**src/rtl/dma_term_pkg.sv**
```systemverilog
package dma_term_pkg;
  typedef enum logic [2:0] {
    ST_IDLE,
    ST_READ,
    ST_WRITE,
    ST_DONE,
    ST_HALT_ERR
  } chan_st_e;
endpackage

```
**src/rtl/dma_desc_regs.sv**
```systemverilog
module dma_desc_regs #(
  parameter int AW  = 32,
  parameter int DW  = 32,
  parameter int CW  = 16,
  parameter int CHW = 4
) (
  input  logic           clk_i,
  input  logic           rst_ni,
  input  logic           load_i,
  input  logic [CHW-1:0] chan_i,
  input  logic [CW-1:0]  cnt_i,
  input  logic [AW-1:0]  src_i,
  input  logic [AW-1:0]  dst_i,
  input  logic           rd_fire_i,
  input  logic [DW-1:0]  rd_data_i,
  input  logic           wr_fire_i,
  output logic [CHW-1:0] chan_o,
  output logic [CW-1:0]  cnt_o,
  output logic [AW-1:0]  src_o,
  output logic [AW-1:0]  dst_o,
  output logic [DW-1:0]  data_o
);
  localparam logic [AW-1:0] STEP = AW'(DW / 8);

  always_ff @(posedge clk_i or negedge rst_ni) begin
    if (!rst_ni) begin
      chan_o <= '0;
      cnt_o  <= '0;
      src_o  <= '0;
      dst_o  <= '0;
      data_o <= '0;
    end else if (load_i) begin
      chan_o <= chan_i;
      cnt_o  <= cnt_i;
      src_o  <= src_i;
      dst_o  <= dst_i;
      data_o <= '0;
    end else begin
      if (rd_fire_i) begin
        src_o  <= src_o + STEP;
        data_o <= rd_data_i;
      end
      if (wr_fire_i) begin
        dst_o <= dst_o + STEP;
        cnt_o <= cnt_o - CW'(1);
      end
    end
  end
endmodule

```
**src/rtl/dma_xfer_fsm.sv**
```systemverilog
module dma_xfer_fsm
  import dma_term_pkg::*;
#(
  parameter int CW = 16
) (
  input  logic          clk_i,
  input  logic          rst_ni,
  input  logic          start_i,
  input  logic [CW-1:0] count_i,
  input  logic [CW-1:0] cnt_i,
  input  logic          rd_ack_i,
  input  logic          rd_err_i,
  input  logic          wr_ack_i,
  input  logic          wr_err_i,
  input  logic          cancel_i,
  input  logic          ecancel_i,
  output chan_st_e      state_o,
  output logic          load_o,
  output logic          rd_fire_o,
  output logic          wr_fire_o,
  output logic          halt_o,
  output logic          halt_sbe_o,
  output logic          halt_dbe_o,
  output logic          halt_ecx_o
);
  chan_st_e st_q, st_n;
  logic sbe_q, sbe_n, dbe_q, dbe_n, cx_q, cx_n, ecx_q, ecx_n, trail_q, trail_n;
  logic active, last_pair, eff_cx, eff_ecx;

  assign active    = (st_q == ST_READ) || (st_q == ST_WRITE);
  assign last_pair = (cnt_i == CW'(1));
  // cancels on the final pair are dropped at arrival
  assign eff_cx    = cx_q | (cancel_i & ~last_pair);
  assign eff_ecx   = ecx_q | (ecancel_i & ~last_pair);
  assign load_o    = !active && start_i && (count_i != '0);
  assign rd_fire_o = (st_q == ST_READ) && rd_ack_i;
  assign wr_fire_o = (st_q == ST_WRITE) && wr_ack_i;
  assign state_o   = st_q;

  always_comb begin
    st_n       = st_q;
    sbe_n      = sbe_q;
    dbe_n      = dbe_q;
    cx_n       = cx_q;
    ecx_n      = ecx_q;
    trail_n    = trail_q;
    halt_o     = 1'b0;
    halt_sbe_o = sbe_q;
    halt_dbe_o = dbe_q;
    halt_ecx_o = 1'b0;
    if (active) begin
      cx_n  = eff_cx;
      ecx_n = eff_ecx;
    end
    case (st_q)
      ST_READ: begin
        if (rd_ack_i) begin
          sbe_n = sbe_q | rd_err_i;
          if (trail_q) begin
            halt_o     = 1'b1;
            halt_sbe_o = sbe_n;
            st_n       = ST_HALT_ERR;
          end else begin
            st_n = ST_WRITE;
          end
        end
      end
      ST_WRITE: begin
        if (wr_ack_i) begin
          dbe_n = dbe_q | wr_err_i;
          if (sbe_q || wr_err_i) begin
            if (wr_err_i && !sbe_q && !last_pair) begin
              trail_n = 1'b1;   // one pipelined read still runs
              st_n    = ST_READ;
            end else begin
              halt_o     = 1'b1;
              halt_dbe_o = dbe_n;
              st_n       = ST_HALT_ERR;
            end
          end else if (last_pair) begin
            st_n = ST_DONE;
          end else if (eff_ecx) begin
            halt_o     = 1'b1;
            halt_ecx_o = 1'b1;
            st_n       = ST_HALT_ERR;
          end else if (eff_cx) begin
            st_n = ST_IDLE;
          end else begin
            st_n = ST_READ;
          end
        end
      end
      default: ;
    endcase
    if (load_o) begin
      st_n    = ST_READ;
      sbe_n   = 1'b0;
      dbe_n   = 1'b0;
      cx_n    = 1'b0;
      ecx_n   = 1'b0;
      trail_n = 1'b0;
    end
  end

  always_ff @(posedge clk_i or negedge rst_ni) begin
    if (!rst_ni) begin
      st_q    <= ST_IDLE;
      sbe_q   <= 1'b0;
      dbe_q   <= 1'b0;
      cx_q    <= 1'b0;
      ecx_q   <= 1'b0;
      trail_q <= 1'b0;
    end else begin
      st_q    <= st_n;
      sbe_q   <= sbe_n;
      dbe_q   <= dbe_n;
      cx_q    <= cx_n;
      ecx_q   <= ecx_n;
      trail_q <= trail_n;
    end
  end
endmodule

```
**src/rtl/dma_err_status.sv**
```systemverilog
module dma_err_status #(
  parameter int NCH = 16,
  parameter int CHW = 4
) (
  input  logic           clk_i,
  input  logic           rst_ni,
  input  logic           load_i,
  input  logic [CHW-1:0] chan_i,
  input  logic           sbe_i,
  input  logic           dbe_i,
  input  logic           ecx_i,
  input  logic           clr_i,
  output logic [NCH-1:0] err_bits_o,
  output logic [CHW-1:0] es_chan_o,
  output logic           es_sbe_o,
  output logic           es_dbe_o,
  output logic           es_ecx_o,
  output logic           es_vld_o
);
  logic [NCH-1:0] bits_n;

  always_comb begin
    bits_n = clr_i ? '0 : err_bits_o;
    if (load_i) bits_n = bits_n | (NCH'(1) << chan_i);
  end

  always_ff @(posedge clk_i or negedge rst_ni) begin
    if (!rst_ni) begin
      err_bits_o <= '0;
      es_chan_o  <= '0;
      es_sbe_o   <= 1'b0;
      es_dbe_o   <= 1'b0;
      es_ecx_o   <= 1'b0;
      es_vld_o   <= 1'b0;
    end else begin
      err_bits_o <= bits_n;
      if (load_i) begin
        es_chan_o <= chan_i;
        es_sbe_o  <= sbe_i;
        es_dbe_o  <= dbe_i;
        es_ecx_o  <= ecx_i;
        es_vld_o  <= 1'b1;
      end else if (clr_i) begin
        es_vld_o <= 1'b0;
      end
    end
  end
endmodule

```
**src/rtl/dma_term_ctrl.sv**
```systemverilog
module dma_term_ctrl
  import dma_term_pkg::*;
#(
  parameter int AW  = 32,
  parameter int DW  = 32,
  parameter int CW  = 16,
  parameter int NCH = 16,
  localparam int CHW = $clog2(NCH)
) (
  input  logic           clk_i,
  input  logic           rst_ni,
  input  logic           start_i,
  input  logic [CHW-1:0] chan_i,
  input  logic [CW-1:0]  count_i,
  input  logic [AW-1:0]  src_i,
  input  logic [AW-1:0]  dst_i,
  input  logic           cancel_i,
  input  logic           ecancel_i,
  input  logic           es_clr_i,
  output logic           rd_req_o,
  output logic [AW-1:0]  rd_addr_o,
  input  logic           rd_ack_i,
  input  logic           rd_err_i,
  input  logic [DW-1:0]  rd_data_i,
  output logic           wr_req_o,
  output logic [AW-1:0]  wr_addr_o,
  output logic [DW-1:0]  wr_data_o,
  input  logic           wr_ack_i,
  input  logic           wr_err_i,
  output logic [AW-1:0]  cur_src_o,
  output logic [AW-1:0]  cur_dst_o,
  output logic [CW-1:0]  cur_cnt_o,
  output logic           busy_o,
  output logic           done_o,
  output logic [NCH-1:0] err_bits_o,
  output logic [CHW-1:0] es_chan_o,
  output logic           es_sbe_o,
  output logic           es_dbe_o,
  output logic           es_ecx_o,
  output logic           es_vld_o,
  output logic           err_irq_o
);
  chan_st_e       st;
  logic           load, rd_fire, wr_fire, halt, h_sbe, h_dbe, h_ecx;
  logic [CHW-1:0] act_chan;
  logic [DW-1:0]  data;

  dma_xfer_fsm #(.CW(CW)) u_fsm (
    .clk_i      (clk_i),
    .rst_ni     (rst_ni),
    .start_i    (start_i),
    .count_i    (count_i),
    .cnt_i      (cur_cnt_o),
    .rd_ack_i   (rd_ack_i),
    .rd_err_i   (rd_err_i),
    .wr_ack_i   (wr_ack_i),
    .wr_err_i   (wr_err_i),
    .cancel_i   (cancel_i),
    .ecancel_i  (ecancel_i),
    .state_o    (st),
    .load_o     (load),
    .rd_fire_o  (rd_fire),
    .wr_fire_o  (wr_fire),
    .halt_o     (halt),
    .halt_sbe_o (h_sbe),
    .halt_dbe_o (h_dbe),
    .halt_ecx_o (h_ecx)
  );

  dma_desc_regs #(.AW(AW), .DW(DW), .CW(CW), .CHW(CHW)) u_desc (
    .clk_i     (clk_i),
    .rst_ni    (rst_ni),
    .load_i    (load),
    .chan_i    (chan_i),
    .cnt_i     (count_i),
    .src_i     (src_i),
    .dst_i     (dst_i),
    .rd_fire_i (rd_fire),
    .rd_data_i (rd_data_i),
    .wr_fire_i (wr_fire),
    .chan_o    (act_chan),
    .cnt_o     (cur_cnt_o),
    .src_o     (cur_src_o),
    .dst_o     (cur_dst_o),
    .data_o    (data)
  );

  dma_err_status #(.NCH(NCH), .CHW(CHW)) u_es (
    .clk_i      (clk_i),
    .rst_ni     (rst_ni),
    .load_i     (halt),
    .chan_i     (act_chan),
    .sbe_i      (h_sbe),
    .dbe_i      (h_dbe),
    .ecx_i      (h_ecx),
    .clr_i      (es_clr_i),
    .err_bits_o (err_bits_o),
    .es_chan_o  (es_chan_o),
    .es_sbe_o   (es_sbe_o),
    .es_dbe_o   (es_dbe_o),
    .es_ecx_o   (es_ecx_o),
    .es_vld_o   (es_vld_o)
  );

  assign rd_req_o  = (st == ST_READ);
  assign wr_req_o  = (st == ST_WRITE);
  assign rd_addr_o = cur_src_o;
  assign wr_addr_o = cur_dst_o;
  assign wr_data_o = data;
  assign busy_o    = rd_req_o | wr_req_o;
  assign done_o    = (st == ST_DONE);
  assign err_irq_o = es_vld_o;
endmodule

```
**config.mk**
```make
export PLATFORM = sky130hd
export DESIGN_NAME = dma_term_ctrl
export DESIGN_NICKNAME = d
export VERILOG_FILES = /design/src/rtl/dma_term_pkg.sv /design/src/rtl/dma_desc_regs.sv /design/src/rtl/dma_xfer_fsm.sv /design/src/rtl/dma_err_status.sv /design/src/rtl/dma_term_ctrl.sv
export SDC_FILE = /design/constraint.sdc
export NUM_CORES = 1
export LEC_CHECK = 0
export ABC_AREA = 1
export BUFFER_PORTS_ARGS = -buffer_cell sky130_fd_sc_hd__buf_2
export CAP_MARGIN = 5
export CORE_MARGIN = 2
export CORE_UTILIZATION = 45
export DETAILED_ROUTE_END_ITERATION = 7
export GPL_ROUTABILITY_DRIVEN = 0
export GPL_TIMING_DRIVEN = 1
export PLACE_DENSITY_LB_ADDON = 0.08
export SYNTH_ARGS = -nofsm -noshare
export SYNTH_HDL_FRONTEND = slang
export SYNTH_SLANG_ARGS = --single-unit
```
**constraint.sdc**
```tcl
create_clock -name clk_i -period 1.8 [get_ports clk_i]
set_clock_uncertainty 0.05 [all_clocks]
set_input_delay 0.18 -clock clk_i [delete_from_list [all_inputs] [get_ports clk_i]]
set_output_delay 0.18 -clock clk_i [all_outputs]
set_load 0.005 [all_outputs]
```
After elaboration in Yosys (flattened, before gate mapping)
Index checks and enable logic that the tools add are counted.

word-level totals
  register bits after elaboration = 148
  word-level logic and storage cells = 118
  input port bits = 126

operators by class
  equality and inequality tests = 6
  reductions and logical operators = 27
  muxes and demuxes = 55
  bitwise operators = 9
  $add $sub $neg = 3
  shifts and indexed selects = 1

operators with widths
  operator                                             number
  two-way mux 32 bit                                   6
  adder 32 x 3 -> 32 bit (second input constant)       2
  two-way mux 16 bit                                   4
  two-way mux 1 bit                                    35
  two-way mux 3 bit                                    8
  nonzero test 2 bit                                   10
  == test 16 x 1 -> 1 bit (second input constant)      1
  OR 16 bit                                            1
  nonzero test 16 bit                                  1
  << shifter 1 x 4 -> 16 bit (first input constant)    1
  subtractor 16 x 1 -> 16 bit (second input constant)  1
  == test 3 x 2 -> 1 bit (second input constant)       2
  logical AND 1 bit                                    6
  != test 3 x 1 -> 1 bit (second input constant)       2
  one-hot mux 3 bit (2 select lines)                   1
  OR 1 bit                                             5
  AND reduction 2 bit                                  2
  AND reduction 4 bit                                  1
  == test 3 x 1 -> 1 bit (second input constant)       1
  logical NOT 1 bit                                    3
  AND reduction 3 bit                                  1
  nonzero test 3 bit                                   1
  AND 1 bit                                            2
  logical OR 1 bit                                     2
  2 further kinds                                      2

Depth between registers and ports, before layout
  word-level depth = 11
  mapped depth = 12
  depth with buffers taken out = 12

By module
A second synthesis with hierarchy kept.

unflattened totals
  cell total of the unflattened synthesis = 1,160
  area total of the unflattened synthesis = 8,722.1 um^2

modules (own cells, without submodules)
  module          times used  sequential area each (um^2)  area each (um^2)  cells an instance
  dma_desc_regs   1           2,902.8                      6,610.1           886
  dma_err_status  1           600.6                        948.4             102
  dma_xfer_fsm    1           200.2                        636.9             97
  dma_term_ctrl   1           0.0                          526.8             75

Least setup slack after synthesis
OpenSTA, ideal clock, no wires.

  kind = flip-flop to flip-flop
  start = register u_desc.cnt_o[1]
  end = register u_es.es_chan_o[0]
  stages on the path, launching flop included = 13
  path buffers = 1
  setup time = 0.117 ns
  clock period less this slack = 1.605 ns
  required time = 1.633 ns
  path slack = 0.195 ns
  data arrival time = 1.438 ns
  path through = dfrtp_1 > inv_1 > ha_1 > nand2_1 > nor2_1 > nand2_2 > o21ai_2 > nand2_2 > nand3_4 > nand2_4 > buf_6 > nand2_1 > nand2_1

on the way
  cells in the longest elaborated chain, start to end = 9
  elaborated cells on any way between the ends = 12

RTL lines
  element                               line                  source
  from (decl)                           dma_desc_regs.sv:18   output logic [CW-1:0] cnt_o,
  from (signal assigned)                dma_desc_regs.sv:34   cnt_o <= cnt_i;
  from (signal assigned)                dma_desc_regs.sv:45   cnt_o <= cnt_o - CW'(1);
  == test 16 x 1 -> 1 bit *             dma_xfer_fsm.sv:31    assign last_pair = (cnt_i == CW'(1));
  NOT 1 bit                             dma_xfer_fsm.sv:34    assign eff_ecx = ecx_q | (ecancel_i & ~last_pair);
  AND 1 bit                             dma_xfer_fsm.sv:34
  OR 1 bit                              dma_xfer_fsm.sv:34
  two-way mux 1 bit                     dma_xfer_fsm.sv:82    end else if (eff_ecx) begin
  two-way mux 1 bit                     dma_xfer_fsm.sv:80    end else if (last_pair) begin
  two-way mux 1 bit *                   dma_xfer_fsm.sv:71    if (sbe_q || wr_err_i) begin
  two-way mux 1 bit *                   dma_xfer_fsm.sv:69    if (wr_ack_i) begin
  one-hot mux 1 bit (2 select lines) *  dma_xfer_fsm.sv:55    case (st_q)
  to (signal assigned)                  dma_err_status.sv:38  es_chan_o <= chan_i;
  to (decl)                             dma_err_status.sv:14  output logic [CHW-1:0] es_chan_o,

Mark *: on every way between the ends. The rest lies on a longest branch, timed or not.
A chain may end at the register's enable or synchronous reset.

Worst setup path after layout
  start = register u_desc.cnt_o[1]
  end = register u_es.err_bits_o[4]

on the way
  cells in the longest elaborated chain, start to end = 10
  elaborated cells on any way between the ends = 13

RTL lines
  element                               line                  source
  == test 16 x 1 -> 1 bit *             dma_xfer_fsm.sv:31
  NOT 1 bit                             dma_xfer_fsm.sv:34
  AND 1 bit                             dma_xfer_fsm.sv:34
  OR 1 bit                              dma_xfer_fsm.sv:34
  two-way mux 1 bit                     dma_xfer_fsm.sv:82
  two-way mux 1 bit                     dma_xfer_fsm.sv:80
  two-way mux 1 bit *                   dma_xfer_fsm.sv:71
  two-way mux 1 bit *                   dma_xfer_fsm.sv:69
  one-hot mux 1 bit (2 select lines) *  dma_xfer_fsm.sv:55
  two-way mux 16 bit *                  dma_err_status.sv:24  if (load_i) bits_n = bits_n | (NCH'(1) << chan_i);
  via u_es.bits_n[4]                    dma_err_status.sv:20  logic [NCH-1:0] bits_n;
  to (signal assigned)                  dma_err_status.sv:36  err_bits_o <= bits_n;
  to (decl)                             dma_err_status.sv:13  output logic [NCH-1:0] err_bits_o,

Mark *: on every way through the listed nets, which the timed path passes. The rest lies on a longest branch.

==> metrics.md <==
| Metric | Value |
|---|---|
| Synthesized area divided by synthesized cell count | about 7.4 um2 |
| Transition time at the pin with the least slew margin | approximately 370 ps |
| Biggest fanout along the worst timing path | 6 |
| HP Start | rd_err_i |
| Run status | finished, final reports clean |
| Post-CTS clock slew at the launch and capture registers of the worst setup and hold paths | around 60 ps |
| Required time of the critical path | ~2100 ps |
| Launch instance of the worst register-to-register path | u_desc.cnt_o[1] |
| CTS buffer count | 17 |
| Number of register bits inferred by synthesis | 148 |
| Total power consumption of the routed design | 0.02095 W |
| Post-route cell area | 0.01295 mm2 |
| Worst min-delay path class | input pin to flip-flop |
| WHS Endpoint | u_fsm.sbe_q |
| Die height | approximately 150 um |
| Placed Instance Area | 0.01100 mm2 |
| Cells on Worst Hold Path | 5 |
| Leading post-synthesis cells by cell area | dfrtp_1 (41%), nand2_1 (15%), buf_4 (6.2%), inv_1 (5.4%), nor2_1 (5.2%) |
| Fmax | approximately 560 MHz |
| Width of the chip | around 150 um |
| Buffers added on ports | 330 |
| Max-cap violation count | 0 |
| Clock tree from TritonCTS | done |
| Sequential share of the synthesized area | roughly two fifths |
| Largest stage delay on the critical path | between 400 and 500 ps |
| Worst-case register-to-register setup slack | 4 ps |
| Worst path most repeated cell | nand2_2 |
| Antenna violations before repair | 3 |
| # H-tree levels | 4 |
| Overall Global Routing Usage | roughly 28% |
| Cells on worst reg2reg path | 12 |
| Element type at the critical path start | flip-flop |
| Synthesized area | 0.009121 mm2 |
| Via count of the first global-routing pass | a little under 10000 |
| Leading cell type by number of instances after synthesis | nand2_1 |
| Initial Utilization | between 40% and 50% |
| Final Critical Period | ~1800 ps |
| Standard-cell rows | 52 |
| Antenna viol nets, final | 0 |
| Net count after synthesis | around 1400 |
| Final-report hold violation count | 0 |
| Global-route wire length before repair | 48440 um |
| Number of nets in the layout | roughly 1800 |
| Area of the core | 0.02004 mm2 |
| Area growth syn-to-layout | 41.93% |
| Finish-stage setup viols | 0 |
| Highest ir drop seen on vdd | 0.0006778 V |
| Cell count after placement | 1798 |
| Total congestion overflow | 0 |
| Total length of routed wires | just over 30000 um |
| Maximum number of buffers from clock root to sink | 2 |
| Headroom to the max-slew limit | around 75% |
| PD cells | around 1600 mW/mm2 |
| Fraction of layout instances using a drive strength above 1 | between 30% and 40% |
| Count of pins over their slew limit | 0 |
| Count of unique library cells instantiated by Yosys | 40 |
| Share of the cycle needed by the critical path after routing | between 90% and 100% |
| Commonest register cell after synthesis | dfrtp_1 |
| Warnings, synthesis | 0 |
| Full die area | 0.02142 mm2 |
| Post-synth EDFFs | 0 |
| Asr flop ratio synth | between 90% and 100% |
| HPWL after DPL | 21760 um |
| Lkg Pwr | just under 7 nW |
| DR vias/cell | 5.076 |
| Reg-to-reg endpoint | u_es.err_bits_o[4] |
| Overall via count from detail_route | 9878 |
| Root buffer selected by CTS | clkbuf_16 |
| Data arrival time of the worst path | 2060 ps |
| Path type of the worst setup path | flip-flop to flip-flop |
| Maximum number of pins on one net before global-route repair | between 50 and 60 |
| Critical Path, Cell by Cell | inv_2 -> ha_4 -> nand2_2 -> nor2_2 -> nand2_2 -> o21ai_2 -> nand2_2 -> nand3_4 -> buf_6 -> nand2_8 -> nand2_1 -> nand2_1 |
| Instance count of the mapped netlist | ~1200 |
| Number of top-level pins | between 300 and 400 |
| Leading cell types by count after synthesis | nand2_1 (363), dfrtp_1 (148), inv_1 (132) |
| Library cell contributing the largest single delay on the critical path | dfrtp_1 |
| DR WL/cell | ~16 um |
| Setup repair after global routing missed its margin | true |
| Iteration count of the initial detailed-routing pass | 6 |
| Post-synth top area cell | dfrtp_1 |
| Fin Setup TNS | 0 ps |
| Final core occ | approximately 65% |
| Synth top area share | between 40% and 50% |
| DRC violations left | 0 |
| Clock sinks | 148 |
| Kind of end point of the critical path | flip-flop |
| Detailed router's first-iteration violation count | 612 |
| Number of non-filler instances in the completed layout | 1946 |
| Worst-Skew Late Latency | approximately 430 ps |
-- cells by family after synthesis --
kind of cell               after synthesis  synth area share (%)
and+or+nand+nor                        646                 30.52
buffers and inverters                  244                 14.09
AOI/OAI and AO/OA                      151                 10.69
DFF                                    148                 40.60
xor gates and xnor gates                37                 3.553
adders and majority gates                4                0.5487
-- sequential cells by signal (all words and copies together), names as in the netlist, 3 cells and up --
register,count
u_desc.dst_o,32
u_es.err_bits_o,16
u_fsm.state_o,3
u_desc.cnt_o,16
u_desc.src_o,32
u_desc.chan_o,4
u_desc.data_o,32
u_es.es_chan_o,4
-- area by class of cell --
| type | instances | area, um2 |
|---|---|---|
| multi-input cells | 840 | 4310 |
| clock buffers | 20 | 446.7 |
| well taps | 270 | 337.8 |
| clock inverters | 12 | 121.4 |
| fillers | 1820 | 7093 |
| inverters | 139 | 524.3 |
| repair buffers | 516 | 3496 |
| diodes | 1 | 2.502 |
| flip-flops and latches | 148 | 3707 |
-- metrics by stage --
step                hold WS, ps  setup slack [ps]
floorplan                -165.6             194.7
CTS                       1.573             8.900
global route              8.423            -77.21
finish                    8.809             4.160
global placement          30.95             103.1
detailed placement        43.02             47.33
-- worst max-delay path, delay by kind of cell (launching register included) --
| family | cells | cell delay (ps) |
|---|---|---|
| DFF | 1 | 410 |
| and+or+nand+nor | 8 | 740 |
| buffers and inverters | 2 | 240 |
| AOI/OAI and AO/OA | 1 | 90 |
| adders and majority gates | 1 | 140 |
-- worst max path at each step --
stage	startpoint	cells after the start	endpoint
finish	u_desc.cnt_o[1]	12	u_es.err_bits_o[4]
global placement	u_fsm.state_o[2]	8	u_es.es_sbe_o
global route	u_desc.cnt_o[4]	11	u_es.err_bits_o[7]
detailed placement	u_desc.cnt_o[1]	10	u_es.es_ecx_o
CTS	u_desc.dst_o[3]	9	u_desc.dst_o[12]
floorplan	u_desc.cnt_o[1]	12	u_es.es_chan_o[0]
-- what timing repair did --
action	CTS	global route
buffers inserted	0	18
setup endpoints to repair	0	126
hold buffers	91	0
gates resized for setup	0	58
endpoints found under the hold margin	238	0
-- per-layer routing --
layer / share of wire (%) / wire, um / GRT usage, % / vias to the layer above
met5: 0.042 / 13 / 0 / -
met4: 3.2 / 991 / 11.84 / 2
met3: 7.3 / 2286 / 5.500 / 78
met2: 50 / 15460 / 47.78 / 452
met1: 40 / 12440 / 35.36 / 4602
li1: - / - / - / 4744
-- cell usage in the layout (no fill, tap or decap), types with 21 or more instances in the layout --
| cell type | instances |
|---|---|
| nand2_1 | 350 |
| buf_2 | 329 |
| dfrtp_1 | 145 |
| inv_1 | 129 |
| nor2_1 | 118 |
| dlygate4sd3_1 | 91 |
| nand3_1 | 78 |
| buf_4 | 76 |
| o21ai_0 | 32 |
| xor2_1 | 29 |
| o21ai_1 | 28 |
| a22oi_1 | 22 |
| nor3_1 | 21 |
| clkbuf_16 | 21 |
-- where the power goes --
part | internal, W | switching (W)
Clock | 0.00197 | 0.00153
Combinational | 0.00498 | 0.00627
Sequential | 0.00471 | 0.00149
Total | 0.0117 | 0.00929
Note: power is estimated with default switching activity, not from simulation.
